File: src/rtl/mrm_pkg.sv
package mrm_pkg;
  typedef enum logic [2:0] {
    PH_IDLE    = 3'd0,
    PH_ADDR    = 3'd1,
    PH_STROBE  = 3'd2,
    PH_WAIT    = 3'd3,
    PH_RELEASE = 3'd4
  } phase_e;
endpackage

File: src/rtl/mrm_phase_ctrl.sv
module mrm_phase_ctrl
  import mrm_pkg::*;
(
  input  logic clk_i,
  input  logic rst_ni,
  input  logic req_i,
  output logic ready_o,
  output logic load_o,
  output logic capture_o,
  output logic strobe_no,
  output logic done_o
);
  phase_e phase_q, phase_d;

  assign ready_o = (phase_q == PH_IDLE) || (phase_q == PH_RELEASE);
  assign load_o  = ready_o && req_i;

  always_comb begin
    phase_d = phase_q;
    unique case (phase_q)
      PH_IDLE:    if (req_i) phase_d = PH_ADDR;
      PH_ADDR:    phase_d = PH_STROBE;
      PH_STROBE:  phase_d = PH_WAIT;
      PH_WAIT:    phase_d = PH_RELEASE;
      PH_RELEASE: phase_d = req_i ? PH_ADDR : PH_IDLE;
      default:    phase_d = PH_IDLE;
    endcase
  end

  always_ff @(posedge clk_i or negedge rst_ni) begin
    if (!rst_ni) phase_q <= PH_IDLE;
    else         phase_q <= phase_d;
  end

  // capture on the edge that leaves the wait cycle, i.e. strobe release
  assign capture_o = (phase_q == PH_WAIT);
  assign strobe_no = !((phase_q == PH_STROBE) || (phase_q == PH_WAIT));
  assign done_o    = (phase_q == PH_RELEASE);
endmodule

File: src/rtl/mrm_hold_reg.sv
module mrm_hold_reg #(
  parameter int W = 8
) (
  input  logic         clk_i,
  input  logic         rst_ni,
  input  logic         en_i,
  input  logic [W-1:0] d_i,
  output logic [W-1:0] q_o
);
  always_ff @(posedge clk_i or negedge rst_ni) begin
    if (!rst_ni)   q_o <= '0;
    else if (en_i) q_o <= d_i;
  end
endmodule

File: src/rtl/mem_read_master.sv
module mem_read_master #(
  parameter int AW = 16,
  parameter int DW = 8
) (
  input  logic          clk_i,
  input  logic          rst_ni,
  input  logic          req_i,
  input  logic [AW-1:0] addr_i,
  output logic          ready_o,
  output logic          done_o,
  output logic [DW-1:0] rdata_o,
  output logic [AW-1:0] addr_o,
  output logic          rd_no,
  input  logic [DW-1:0] data_i
);
  logic load, capture;

  mrm_phase_ctrl u_ctrl (
    .clk_i     (clk_i),
    .rst_ni    (rst_ni),
    .req_i     (req_i),
    .ready_o   (ready_o),
    .load_o    (load),
    .capture_o (capture),
    .strobe_no (rd_no),
    .done_o    (done_o)
  );

  mrm_hold_reg #(.W(AW)) u_addr (
    .clk_i  (clk_i),
    .rst_ni (rst_ni),
    .en_i   (load),
    .d_i    (addr_i),
    .q_o    (addr_o)
  );

  mrm_hold_reg #(.W(DW)) u_data (
    .clk_i  (clk_i),
    .rst_ni (rst_ni),
    .en_i   (capture),
    .d_i    (data_i),
    .q_o    (rdata_o)
  );
endmodule

File: config.mk
export PLATFORM = sky130hd
export DESIGN_NAME = mem_read_master
export DESIGN_NICKNAME = d
export VERILOG_FILES = /design/src/rtl/mrm_pkg.sv /design/src/rtl/mrm_phase_ctrl.sv /design/src/rtl/mrm_hold_reg.sv /design/src/rtl/mem_read_master.sv
export SDC_FILE = /design/constraint.sdc
export NUM_CORES = 1
export LEC_CHECK = 0
export BUFFER_PORTS_ARGS = -buffer_cell sky130_fd_sc_hd__buf_2
export CORE_MARGIN = 5
export CORE_UTILIZATION = 44
export CTS_CLUSTER_SIZE = 30
export DETAILED_ROUTE_END_ITERATION = 8
export HOLD_SLACK_MARGIN = 0.02
export PLACE_DENSITY = 0.85
export SYNTH_ARGS = -nofsm -noshare
export SYNTH_HDL_FRONTEND = slang
export SYNTH_SLANG_ARGS = --single-unit
File: constraint.sdc
create_clock -name clk_i -period 1.7 [get_ports clk_i]
set_input_delay 0.17 -clock clk_i [delete_from_list [all_inputs] [get_ports clk_i]]
set_output_delay 0.17 -clock clk_i [all_outputs]
set_load 0.02 [all_outputs]
==> qor.csv <==
stage;metric;value;unit
global_routing;gr-usage-all-layers;12.8;%
floorplanning;io-pin-count;54;
setup_path;cp.arrival;1220;ps
clock_tree;cts_buffer_depth;2;
cells_and_area;drive_above_1_share;68.3;%
synth;async_flop_share;100;%
power;ir_worst_vdd;999;uV
timing;fin_skew;1.67;ps
drt;drt_iter0_drc;11;
clock_tree;path_clk_slew;130;ps
power;internal-power;1.76;mW
synth;postSynthAreaPerCell;17.1;um2
power;switchingPower;1.14;mW
place;numPortBuffers;53;
floorplanning;die_h;59.8;um
place;place_congestion;0.685;
setup_path;r2r_cells;3;
timing;fin_crit;1390;ps
timing;setup_violations;0;
synth;synth.top_cells.by_count;dfrtp_1, mux2_2, mux2_4;
power;cellPowerDensity;2050;nW/um2
global_routing;met1_usage;13.3;%
cells_and_area;nFillCells;217;
floorplanning;die_area;3580;um2
global_routing;grt_pass1_wl;3.41;mm
worst_hold_path;min_path_type;primary input to flip-flop;
global_routing;grt_util_met3;2.59;%
drt;route.detailed.drc;0;
floorplanning;die_w;59.8;um
timing;finalMaxSlewViolations;0;
timing;hold_viol;0;
cells_and_area;final_util;58.1;%
run;maxCapViolations;0;
setup_path;cp-startpoint;u_ctrl.phase_q[0];
global_routing;grt_max_degree;28;
timing;tns;0;ps
setup_path;setup.worst_path.start_class;flip-flop;
synth;netlist.area_leader.share;61.9;%
drt;viasPerCell;4.74;
power;p_leak;0.719;nW
drt;num_vias;711;
clock_tree;clk_latency;310;ps
clock_tree;cts_sinks;27;
setup_path;cp-end-kind;primary output;
synth;synth.net_count;91;
timing;rsz0062_at_grt;no;
cells_and_area;nNetsFinal;148;
floorplanning;core;2430;um2
global_routing;overflow;0;
place;dp_cells;145;
clock_tree;cts_max_level;1;
cells_and_area;num_antenna_cells;0;
cells_and_area;finalNonFillerCells;150;
power;combinationalPowerShare;50.7;%
cells_and_area;multiInputGateArea;374;um2
status;outcome;completed;
synth;ys_seq_area_share;61.9;%
synth;syn_area;1090;um2
setup_path;criticalPathCategory;flip-flop to primary output;
clock_tree;cts_root_buf;clkbuf_4;
global_routing;antenna_found_initial;0;
power;power_frac_clock;9.1;%
timing;fmax;0.717;GHz
worst_hold_path;min_from;data_i[4];
floorplanning;rows;18;
drt;wl;2.13;mm
synth;yosysMostFrequentCell;dfrtp_1;
setup_path;cp_max_fo;5;
synth;synth_cells;64;
clock_tree;cts_setup_buffers;0;
cells_and_area;seqCellArea;676;um2
timing;tightest_slew;581;ps
power;seqPwrFrac;40.1;%
global_routing;grt_use_met2;23.1;%
timing;relSlewSlack;61.3;%
drt;wl_per_cell;14.2;um
clock_tree;cts_made_buffers;3;
place;hpwl;1.70;mm
clock_tree;cts_tree;done;
power;p_sw_share;39.2;%
synth;synth_area_leader_cell;dfrtp_1;
global_routing;grt_busiest_layer;met2;
timing;period_share;82.0;%
drt;detail-route-antenna-nets;0;
floorplanning;start_util;44.9;%
setup_path;cp.required;1530;ps
synth;yosysWarnings;0;
global_routing;grt_pass1_vias;788;
worst_hold_path;hold_path_depth;2;
synth;ys_types;14;
setup_path;r2r_start;u_ctrl.phase_q[0];
place;post_dp_cell_area;1380;um2
synth;synth_flop_cell;dfrtp_1;
cells_and_area;fin_area;1410;um2
cells_and_area;syn_to_final_growth;29.3;%
synth;synth_edf_count;0;
synth;yosys_register_bits;27;
drt;first_pass_iters;4;
synth;synthTopCellsByArea;dfrtp_1, mux2_2, mux2_4, buf_12, nor3b_4;
## state kept, by name (all words and copies together), names as in the netlist
signal	flops
u_data.q_o	8
u_ctrl.phase_q	3
u_addr.q_o	16
## timing repair
action,in CTS,in global routing
hold buffers,1,0
hold endpoints to repair,27,0
setup endpoints to repair,0,0
gates resized for setup,0,0
## routing by layer
metal  wire (um)  vias to the layer above
li1            -                      331
met1         798                      353
met2        1150                       25
met3         159                        2
met4          27                        0
met5           0                        -
## final cells by class
class | count | area share [%]
inverters | 1 | 0.266
flip-flops and latches | 27 | 47.8
multi-input cells | 33 | 26.5
well taps | 30 | 2.66
clock buffers | 4 | 1.86
repair buffers | 55 | 20.9
## power groups by stage
| stage | combinational [mW] | clock, mW | sequential (mW) |
|---|---|---|---|
| finish | 1.47 | 0.265 | 1.16 |
| global route | 1.58 | 0.309 | 1.21 |
| CTS | 1.51 | 0.281 | 1.17 |
| detailed placement | 1.50 | 0 | 1.19 |
| global placement | 1.46 | 0 | 1.15 |
| floorplan | 0.728 | 0 | 1.50 |
## placed cells by master, fill, tap and decap left out
master	count
nor2_1	2
dlygate4sd3_1	1
mux2_4	10
clkbuf_4	3
and2_1	1
nor3b_4	1
nand2b_1	2
inv_1	1
xnor2_1	1
buf_2	53
nand3b_1	1
mux2_2	14
a21oi_1	1
buf_12	1
clkbuf_1	1
dfrtp_1	27
## per-stage QoR
| step | power [mW] | hold WS [ps] | setup WS (ps) |
|---|---|---|---|
| 6_report | 2.90 | 77.6 | 305 |
| 5_1_grt | 3.09 | 46.9 | 203 |
| 4_1_cts | 2.96 | 66.7 | 276 |
| 3_5_place_dp | 2.69 | 207 | 321 |
| 3_3_place_gp | 2.61 | 189 | 390 |
| 2_1_floorplan | 2.23 | -126 | 262 |
## path summary, 6_finish.rpt
kind,end,slack (ps)
setup reg to reg,u_addr.q_o[2],320
max in group asynchronous,u_addr.q_o[3],940
min in group asynchronous,u_addr.q_o[8],390
hold reg to reg,u_ctrl.phase_q[1],490
hold / removal,u_data.q_o[4],80
setup / recovery,done_o,310
## cell families (layout without fill, tap and decap cells)
kind of cell | count (synthesis) | after routing | synth area share [%]
simple gates | 7 | 7 | 4.81
mux | 24 | 24 | 28.2
xor+xnor | 1 | 1 | 0.802
buf+inv | 4 | 60 | 3.89
compound gates | 1 | 1 | 0.458
flops | 27 | 27 | 61.9
## worst max-delay path, cell delays in order (launching register included)
cell	delay [ps]
dfrtp_1	480
nor2_1	150
and2_1	130
buf_2	150
Note: power is estimated with default switching activity, not from simulation.
